`config.mk`:
```
export PLATFORM = sky130hd
export DESIGN_NAME = uart_rx_flags
export DESIGN_NICKNAME = d
export VERILOG_FILES = /design/src/rtl/srx_pkg.sv /design/src/rtl/srx_ctrl.sv /design/src/rtl/srx_dpath.sv /design/src/rtl/uart_rx_flags.sv
export SDC_FILE = /design/constraint.sdc
export NUM_CORES = 1
export LEC_CHECK = 0
export BUFFER_PORTS_ARGS = -buffer_cell sky130_fd_sc_hd__buf_2
export CAP_MARGIN = 0
export CORE_ASPECT_RATIO = 0.5
export CORE_MARGIN = 2
export CORE_UTILIZATION = 35
export DETAILED_ROUTE_END_ITERATION = 8
export PLACE_DENSITY = 0.51
export SLEW_MARGIN = 20
export SYNTH_ARGS = -nofsm -noshare
export SYNTH_HDL_FRONTEND = slang
export SYNTH_SLANG_ARGS = --single-unit
```
`constraint.sdc`:
```
create_clock -name clk -period 2.9 [get_ports clk]
set_input_delay 0.29 -clock clk [delete_from_list [all_inputs] [get_ports clk]]
set_output_delay 0.29 -clock clk [all_outputs]
set_load 0.01 [all_outputs]
```
`src/rtl/srx_pkg.sv`:
```
package srx_pkg;
  // strobes from control to datapath
  typedef struct packed {
    logic baudSync;  // restart the baud divider on a detected falling edge
    logic shiftEn;   // capture one data bit
    logic parCap;    // capture the parity bit
    logic loadChar;  // stop sample: move character to holding register
  } srxStrobe_t;

  typedef enum logic [2:0] {
    ST_IDLE, ST_START, ST_DATA, ST_PAR, ST_STOP, ST_WAITHI
  } srxState_t;
endpackage

```
`src/rtl/srx_ctrl.sv`:
```
module srx_ctrl
  import srx_pkg::*;
#(
  parameter int DATA_BITS = 8,
  parameter int OVS       = 16
) (
  input  logic       clk,
  input  logic       rstN,
  input  logic       tick,
  input  logic       rxS,
  input  logic       parEn,
  output srxStrobe_t strb
);
  localparam int OVS_W = $clog2(OVS);
  localparam int BIT_W = $clog2(DATA_BITS + 1);

  srxState_t state, stateNxt;
  logic [OVS_W-1:0] ovsCnt;
  logic [BIT_W-1:0] bitCnt;
  logic midStart, bitEnd;

  assign midStart = tick && (ovsCnt == OVS_W'(OVS / 2 - 1));
  assign bitEnd   = tick && (ovsCnt == OVS_W'(OVS - 1));

  always_comb begin
    stateNxt = state;
    strb     = '0;
    case (state)
      ST_IDLE: if (!rxS) begin
        strb.baudSync = 1'b1;
        stateNxt      = ST_START;
      end
      ST_START: if (midStart) stateNxt = rxS ? ST_IDLE : ST_DATA;
      ST_DATA: if (bitEnd) begin
        strb.shiftEn = 1'b1;
        if (bitCnt == BIT_W'(DATA_BITS - 1)) stateNxt = parEn ? ST_PAR : ST_STOP;
      end
      ST_PAR: if (bitEnd) begin
        strb.parCap = 1'b1;
        stateNxt    = ST_STOP;
      end
      ST_STOP: if (bitEnd) begin
        strb.loadChar = 1'b1;
        stateNxt      = rxS ? ST_IDLE : ST_WAITHI;
      end
      ST_WAITHI: if (rxS) stateNxt = ST_IDLE;
      default: stateNxt = ST_IDLE;
    endcase
  end

  always_ff @(posedge clk or negedge rstN) begin
    if (!rstN) begin
      state  <= ST_IDLE;
      ovsCnt <= '0;
      bitCnt <= '0;
    end else begin
      state <= stateNxt;
      if (stateNxt != state || bitEnd) ovsCnt <= '0;
      else if (tick)                    ovsCnt <= ovsCnt + 1'b1;
      if (state != ST_DATA) bitCnt <= '0;
      else if (bitEnd)      bitCnt <= bitCnt + 1'b1;
    end
  end

  // bit captures happen only on oversample ticks
  p_strobe_on_tick_r2: assert property (@(posedge clk) disable iff (!rstN)
    (strb.shiftEn || strb.parCap || strb.loadChar) |-> tick);

  // a low line keeps the receiver parked after a bad stop bit
  p_wait_high_r8: assert property (@(posedge clk) disable iff (!rstN)
    (state == ST_WAITHI && !rxS) |=> (state == ST_WAITHI));
endmodule

```
`src/rtl/srx_dpath.sv`:
```
module srx_dpath
  import srx_pkg::*;
#(
  parameter int DATA_BITS   = 8,
  parameter int DIV_W       = 16,
  parameter int SYNC_STAGES = 2
) (
  input  logic                 clk,
  input  logic                 rstN,
  input  logic                 rxIn,
  input  logic [DIV_W-1:0]     cfgDiv,
  input  logic                 cfgParEn,
  input  logic                 cfgParOdd,
  input  logic                 rdStrobe,
  input  logic                 errClr,
  input  srxStrobe_t           strb,
  output logic                 tick,
  output logic                 rxS,
  output logic [DATA_BITS-1:0] rxData,
  output logic                 rxValid,
  output logic                 rxStrobe,
  output logic                 frameErr,
  output logic                 parErr,
  output logic                 breakErr,
  output logic                 overrunErr
);
  logic [SYNC_STAGES-1:0] syncQ;
  logic [DIV_W-1:0]       divCnt;
  logic [DATA_BITS-1:0]   shiftQ;
  logic                   parQ;
  logic                   parBad, stopLow, allLow, ovrHit;

  assign rxS  = syncQ[SYNC_STAGES-1];
  assign tick = (divCnt == cfgDiv);

  assign parBad  = cfgParEn && ((^shiftQ) ^ parQ ^ cfgParOdd);
  assign stopLow = !rxS;
  assign allLow  = stopLow && (shiftQ == '0) && !(cfgParEn && parQ);
  assign ovrHit  = strb.loadChar && rxValid && !rdStrobe;

  always_ff @(posedge clk or negedge rstN) begin
    if (!rstN) begin
      syncQ  <= '1;
      divCnt <= '0;
      shiftQ <= '0;
      parQ   <= 1'b0;
    end else begin
      syncQ <= {syncQ[SYNC_STAGES-2:0], rxIn};
      if (strb.baudSync || tick) divCnt <= '0;
      else                       divCnt <= divCnt + 1'b1;
      if (strb.shiftEn) shiftQ <= {rxS, shiftQ[DATA_BITS-1:1]};
      if (strb.parCap)  parQ   <= rxS;
    end
  end

  always_ff @(posedge clk or negedge rstN) begin
    if (!rstN) begin
      rxData     <= '0;
      rxValid    <= 1'b0;
      rxStrobe   <= 1'b0;
      frameErr   <= 1'b0;
      parErr     <= 1'b0;
      breakErr   <= 1'b0;
      overrunErr <= 1'b0;
    end else begin
      rxStrobe <= strb.loadChar;
      if (strb.loadChar) rxData <= shiftQ;
      if (strb.loadChar)  rxValid <= 1'b1;
      else if (rdStrobe)  rxValid <= 1'b0;
      if (errClr) begin
        frameErr   <= 1'b0;
        parErr     <= 1'b0;
        breakErr   <= 1'b0;
        overrunErr <= 1'b0;
      end
      if (strb.loadChar) begin
        if (stopLow) frameErr   <= 1'b1;
        if (parBad)  parErr     <= 1'b1;
        if (allLow)  breakErr   <= 1'b1;
        if (ovrHit)  overrunErr <= 1'b1;
      end
    end
  end

  p_load_sets_valid_r1: assert property (@(posedge clk) disable iff (!rstN)
    strb.loadChar |=> (rxValid && rxStrobe));

  p_overrun_r9: assert property (@(posedge clk) disable iff (!rstN)
    (strb.loadChar && rxValid && !rdStrobe) |=> overrunErr);

  p_read_clears_r10: assert property (@(posedge clk) disable iff (!rstN)
    (rdStrobe && !strb.loadChar) |=> !rxValid);

  p_break_frame_r7: assert property (@(posedge clk) disable iff (!rstN)
    breakErr |-> frameErr);

  p_sticky_r12: assert property (@(posedge clk) disable iff (!rstN)
    (frameErr && !errClr) |=> frameErr);
endmodule

```
`src/rtl/uart_rx_flags.sv`:
```
module uart_rx_flags
  import srx_pkg::*;
#(
  parameter int DATA_BITS = 8,
  parameter int OVS       = 16,
  parameter int DIV_W     = 16
) (
  input  logic                 clk,
  input  logic                 rstN,
  input  logic                 rxIn,
  input  logic [DIV_W-1:0]     cfgDiv,
  input  logic                 cfgParEn,
  input  logic                 cfgParOdd,
  input  logic                 rdStrobe,
  input  logic                 errClr,
  output logic [DATA_BITS-1:0] rxData,
  output logic                 rxValid,
  output logic                 rxStrobe,
  output logic                 frameErr,
  output logic                 parErr,
  output logic                 breakErr,
  output logic                 overrunErr
);
  srxStrobe_t strb;
  logic tick, rxS;

  srx_ctrl #(.DATA_BITS(DATA_BITS), .OVS(OVS)) uCtrl (
    .clk(clk), .rstN(rstN), .tick(tick), .rxS(rxS), .parEn(cfgParEn), .strb(strb)
  );

  srx_dpath #(.DATA_BITS(DATA_BITS), .DIV_W(DIV_W), .SYNC_STAGES(2)) uDpath (
    .clk(clk), .rstN(rstN), .rxIn(rxIn), .cfgDiv(cfgDiv),
    .cfgParEn(cfgParEn), .cfgParOdd(cfgParOdd),
    .rdStrobe(rdStrobe), .errClr(errClr), .strb(strb),
    .tick(tick), .rxS(rxS), .rxData(rxData), .rxValid(rxValid),
    .rxStrobe(rxStrobe), .frameErr(frameErr), .parErr(parErr),
    .breakErr(breakErr), .overrunErr(overrunErr)
  );
endmodule

```
==> results of run 1 <==
## power by group through the flow
| stage | clock network [W] | logic [W] | registers (W) |
|---|---|---|---|
| after global routing | 0.000659 | 0.000111 | 0.000796 |
| after detailed placement | 0 | 0.0000980 | 0.000806 |
| after floorplan | 0 | 0.0000568 | 0.000793 |
| after global placement | 0 | 0.0000960 | 0.000804 |
| after CTS | 0.000619 | 0.0000990 | 0.000792 |
| final | 0.000604 | 0.0000958 | 0.000793 |
## logic make-up (layout without fill, tap and decap cells)
group           count (synthesis)  in the layout
simple gates                  100            100
fa+ha+maj                       7              7
buf+inv                        26             63
mux                             3              3
compound gates                 43             43
xor+xnor                       39             39
flops                          52             52
## per-layer routing
layer  GRT usage [%]  vias up  wire [um]
met4            5.77        0         91
met5               0        -          0
met1            18.8      932       2760
li1                -      987          -
met3            4.29        8        226
met2            22.3       39       2260
## cell type report
class | instances | area (um2) | share of cell area [%]
Sequential cell | 52 | 1300 | 43.0
Tap cell | 96 | 120 | 3.96
Multi-Input combinational cell | 192 | 1200 | 39.5
Clock inverter | 3 | 23.8 | 0.784
Clock buffer | 5 | 125 | 4.13
Inverter | 16 | 60.1 | 1.98
Timing Repair Buffer | 39 | 203 | 6.68
## critical path: stages (launching register included)
cell and delay [ns]:
dfrtp_1 0.45, xor2_1 0.18, nor4_1 0.50, nand4_1 0.16
buf_4 0.21, or4_4 0.67, nand2_1 0.12, o21ai_1 0.07
## state kept, by name, summed over array words and instances, names as in the netlist, 2 cells and up
name / flops
uDpath.divCnt: 16
uCtrl.ovsCnt: 4
uDpath.syncQ: 2
uCtrl.bitCnt: 4
uCtrl.state: 3
uDpath.rxData: 8
uDpath.shiftQ: 8
## through the flow
step / cell area [um2] / hold slack (ns) / setup slack [ns] / instances / util, %
after global placement: 2880 / 0.349 / 0.471 / 395 / 39.7
after floorplan: 2610 / -0.00559 / 0.854 / 270 / -
final: 3030 / 0.0223 / 0.411 / 403 / 41.7
after global routing: 3030 / 0.0656 / 0.237 / 403 / 41.7
after CTS: 3030 / 0.0500 / 0.387 / 403 / 41.7
after detailed placement: 2880 / 0.352 / 0.400 / 395 / 39.7
## synthesized netlist by cell type (2+ instances only)
library cell and number:
a21oi_1 5, and3_1 2, and4_1 3, buf_2 5, clkbuf_1 4, dfrtp_1 50, dfstp_2 2, ha_1 7
inv_1 15, mux2i_1 2, nand2_1 29, nand2b_1 3, nand3_1 10, nand4_1 4, nor2_1 28, nor2b_1 2
nor3_1 4, nor4_1 6, o211ai_1 2, o21ai_0 5, o21ai_1 18, o22ai_1 4, or3_1 2, xnor2_1 14
xor2_1 25
## final timing paths
kind	cells after the start	to
min reg2reg	0	uDpath.syncQ[1]$_DFF_PN1_
max reg2reg	7	uDpath.rxData[3]$_DFFE_PN0P_
max in group asynchronous	2	uDpath.rxStrobe$_DFF_PN0_
max	7	uDpath.rxData[3]$_DFFE_PN0P_
min in group clk	1	uDpath.syncQ[0]$_DFF_PN1_
min	1	uDpath.divCnt[10]$_DFF_PN0_
==> reports/results.ini, run 1 <==
[cts]
cts.sinks = 52
postCtsSetupBuffers = 0
post_cts_resized = 0
clockBufferDepth = 2
clk-insertion-delay-late_ns = 0.30
clk_pin_slew_worst_paths_ns = 0.07
cts_hold_buf = 0
root_buffer = clkbuf_16
cts_max_level = 2
cts_made_buffers = 5
cts_tree = yes

[pwr]
power.switching_w = 0.000372
swShare_pct = 24.9
fin_total_pwr_w = 0.00149
power_frac_clock_pct = 40.5
p_leak_nw = 1.46
seq_power_share_pct = 53.1
power_density_mw_per_mm2 = 492
p_int_w = 0.00112
comb_power_share_pct = 6.4
ir_drop_mv = 0.217

[yosys]
synth_edf_count = 0
synth-xor-area-share_pct = 13.1
syn_inst = 270
synth_cell_types = 44
synth_top_area_share_pct = 48.0
synth_area_per_cell_um2 = 9.66
syn-num-nets = 300
syn_area_mm2 = 0.00261
synth_warnings = 0
synth-compound-area-share_pct = 9.69
synthFlopType = dfrtp_1
yosys.area_share.adder_pct = 3.36
synth.top_cells.by_area = dfrtp_1, xor2_1, xnor2_1
yosys_register_bits = 52
synthMuxAreaShare_pct = 1.20
async_reset_ff_share_pct = 100
synth_simple_gate_area_share_pct = 18.6
yosysSeqAreaShare_pct = 50.0
synth_top_family_by_area = simple AND/OR/NAND/NOR gates
yosysTopAreaCell = dfrtp_1

[worst_setup_path]
cp_max_fo = 22
crit_type = flop to flop
critPathLaunch = uDpath.divCnt[7]$_DFF_PN0_
critPathRequiredTime_ns = 3.08
critPathLaunchType = flop
rrSetupSlack_ns = 0.41
cp.arrival_ns = 2.67
endpoint_kind = flop
r2r-start = uDpath.divCnt[7]$_DFF_PN0_

[global_routing]
grt_pass1_wl_um = 9100
overflow = 0
grt_pass1_vias = 1899
grt_antenna_before_repair = 0
grt_start_max_net_pins = 31
grt_usage_pct = 14.3

[die]
fp.dieW_um = 126
pin_count = 37
die_h_um = 65.0
core-area_mm2 = 0.00727
rows = 22
dieArea_mm2 = 0.00820
initial_utilization_pct = 35.9

[layout]
area_growth_pct = 16.3
nNetsFinal = 336
n_antenna_cell = 0
n_fill_cell = 723
final_cell_mix = dfrtp_1, buf_2, nand2_1, nor2_1, xor2_1
drive_gt1_share_pct = 17.6
final_common_cell = dfrtp_1

[timing]
slew-limit-headroom_pct = 55.8
maxSlewViolCount = 0
tightest_slew_ns = 0.662
setup-tns-final_ns = 0
period_minus_slack_ns = 2.49
setup_violations = 0
period_share_pct = 85.8
finalClockSkew_ns = 0.00711
fmax_mhz = 402
final-hold-violation-count = 0
rsz0062_at_grt = false

[detailed_routing]
ant_nets = 0
wl_per_cell_um = 13.2
drt-total-wl_um = 5340
vias = 1966
drc = 0
via_per_inst = 4.88
drtPass1Iterations = 4
drtIter0Drc = 96

[placement]
hpwl_um = 3810
place.gp.congestion = 0.804
portBuffers = 36

[run_status]
run_status = finished clean

[min_path]
hold_path_class = input pin to async pin

[flow_run]
maxCapViolCount = 0

No activity file was read; power rests on OpenSTA's default activity.
==> run 2: changes to the inputs <==
--- a/config.mk
+++ b/config.mk
@@ -9,9 +9,10 @@
 export CAP_MARGIN = 0
 export CORE_ASPECT_RATIO = 0.5
 export CORE_MARGIN = 2
-export CORE_UTILIZATION = 35
+export CORE_UTILIZATION = 57
 export DETAILED_ROUTE_END_ITERATION = 8
-export PLACE_DENSITY = 0.51
+export PLACE_DENSITY = 0.77
+export RECOVER_POWER = 100
 export SLEW_MARGIN = 20
 export SYNTH_ARGS = -nofsm -noshare
 export SYNTH_HDL_FRONTEND = slang
==> run 2 against run 1 <==
Compared with the run above: sequential cell count stayed put; combinational power hardly changed; highest routed layer unchanged; critical path depth is 2 lower; utilization is 24 points higher; sequential power hardly changed.
==> reports/results.ini, run 2 (synthesis gave the netlist of run 1 again) <==
[run_status]
run_status = finished clean

[layout]
n_fill_cell = 356  ; -51%
area_growth_pct = 11.2
stdcell_count = 365  ; -9.4%
final_cell_mix = dfrtp_1, nand2_1, nor2_1, xor2_1, buf_2
nNetsFinal = 337  ; +0.30%
final_util_pct = 65.9  ; +24 points
largestRegisters = uDpath.divCnt x16, uDpath.rxData x8, uDpath.shiftQ x8
final_common_cell = dfrtp_1
drive_gt1_share_pct = 11.7  ; -5.9 points
largest_register_ffs = 16  ; unchanged
largest_register = uDpath.divCnt
n_antenna_cell = 0  ; unchanged

[timing]
slew-limit-headroom_pct = 18.5  ; -37 points
maxSlewViolCount = 0  ; unchanged
tightest_slew_ns = 1.22  ; +0.560 ns
rsz0062_at_grt = false
final-hold-violation-count = 0  ; unchanged
fmax_mhz = 398  ; -0.91%
final.setup.worst_slack_ns = 0.388  ; -0.0230 ns
setup_violations = 0  ; unchanged
setup-tns-final_ns = 0  ; unchanged
period_minus_slack_ns = 2.51  ; +0.0230 ns
period_share_pct = 86.6  ; +0.79 points
finalClockSkew_ns = 0.00424  ; -0.00287 ns

[die]
fp.dieW_um = 99.7  ; -21%
initial_utilization_pct = 59.2  ; +23 points
core-area_mm2 = 0.00440  ; -39%
die_h_um = 51.8  ; -20%
pin_count = 37  ; unchanged
dieArea_mm2 = 0.00517  ; -37%
rows = 17  ; -23%

[pwr]
power_density_mw_per_mm2 = 449  ; -8.7%
p_leak_nw = 1.36  ; -6.6%
ir_drop_mv = 0.295  ; +36%

[cts]
post_cts_resized = 0  ; unchanged
clk_pin_slew_worst_paths_ns = 0.10  ; +0.03 ns
clockBufferDepth = 2  ; unchanged
clk-insertion-delay-late_ns = 0.30  ; about the same
cts_made_buffers = 5  ; unchanged
root_buffer = clkbuf_8
cts.sinks = 52  ; unchanged
cts_tree = yes
cts_max_level = 2  ; unchanged

[global_routing]
grt_pass1_vias = 1775  ; -6.5%
grt_usage_pct = 20.1  ; +5.8 points
grt_antenna_before_repair = 0  ; unchanged
grt_start_max_net_pins = 31  ; unchanged
grt_pass1_wl_um = 8020  ; -12%
overflow = 0  ; unchanged

[detailed_routing]
via_per_inst = 5.31  ; +8.9%
ant_nets = 0  ; unchanged
wl_per_cell_um = 13.4  ; +1.2%
drtPass1Iterations = 4  ; unchanged
vias = 1939  ; -1.4%
drt-total-wl_um = 4890  ; -8.3%
drc = 0  ; unchanged
drtIter0Drc = 108  ; +13%

[placement]
post-place-ws_ns = 0.537  ; +0.137 ns
portBuffers = 36  ; unchanged
hpwl_um = 3510  ; -7.9%
post-place-cells = 356  ; -9.9%
place.gp.congestion = 0.887  ; +10%

[min_path]
hold_path_class = input pin to flop

[flow_run]
maxCapViolCount = 0  ; unchanged

[worst_setup_path]
critPathRequiredTime_ns = 3.06  ; -0.02 ns
critPathLaunchType = flop
cp.arrival_ns = 2.67  ; about the same
endpoint_kind = flop
crit_type = flop to flop
cp_max_fo = 16  ; -27%

## run 2: routing by layer
metal,track usage [%],wire (um),part of all wire (%)
met1,27.5,2510,51
met2,32.1,2090,43
met3,5.65,237,4.8
met4,5.25,48,0.98
met5,0,0,0
## run 2: layout make-up
cell class,instances,area [um2],share of cell area [%]
sequential,52,1300,44.9
inverter,16,60.1,2.07
tap,57,71.3,2.46
clock buffer,6,72.6,2.50
timing repair buffer,40,185,6.38
multi-input combinational,192,1190,41.1
clock inverter,2,16.3,0.561
## run 2: path summary, 6_finish.rpt
kind / startpoint / cells after the start / slack [ns] / end
setup / recovery: uDpath.divCnt[3]$_DFF_PN0_ / 5 / 0.39 / uDpath.divCnt[7]$_DFF_PN0_
hold / removal: rxIn / 1 / 0.07 / uDpath.syncQ[0]$_DFF_PN1_
setup reg to reg: uDpath.divCnt[3]$_DFF_PN0_ / 5 / 0.39 / uDpath.divCnt[7]$_DFF_PN0_
hold reg to reg: uDpath.syncQ[0]$_DFF_PN1_ / 0 / 0.36 / uDpath.syncQ[1]$_DFF_PN1_
max in group asynchronous: rstN / 3 / 0.80 / uDpath.divCnt[5]$_DFF_PN0_
min in group asynchronous: rstN / 2 / 0.76 / uDpath.rxData[3]$_DFFE_PN0P_
## run 2: metrics by stage
stage	hold slack (ns)	cell area (um2)	power (W)
5_1_grt	0.0575	2900	0.00136
3_3_place_gp	0.293	2840	0.000897
3_5_place_dp	0.294	2840	0.000901
4_1_cts	0.0694	2930	0.00131
2_1_floorplan	-0.00559	2610	0.000850
6_report	0.0741	2900	0.00130
## run 2: power breakdown
| part | leakage (nW) | internal [W] | total (W) | switching (W) |
|---|---|---|---|---|
| Combinational | 0.654 | 0.0000467 | 0.0000958 | 0.0000491 |
| Sequential | 0.665 | 0.000752 | 0.000792 | 0.0000395 |
| Clock | 0.0414 | 0.000172 | 0.000416 | 0.000244 |
## run 2: worst max-delay path, stage by stage, from the launching register on
cell and delay, ns:
dfrtp_1 0.45, xor2_1 0.19, nor4_1 0.46, and4_1 0.39
or2_0 0.76, nor2_1 0.11
## run 2: repair_timing
item	in CTS	in global routing
hold buffers	1	0
hold endpoints to repair	22	0
setup endpoints to repair	0	0
setup buffers	0	0
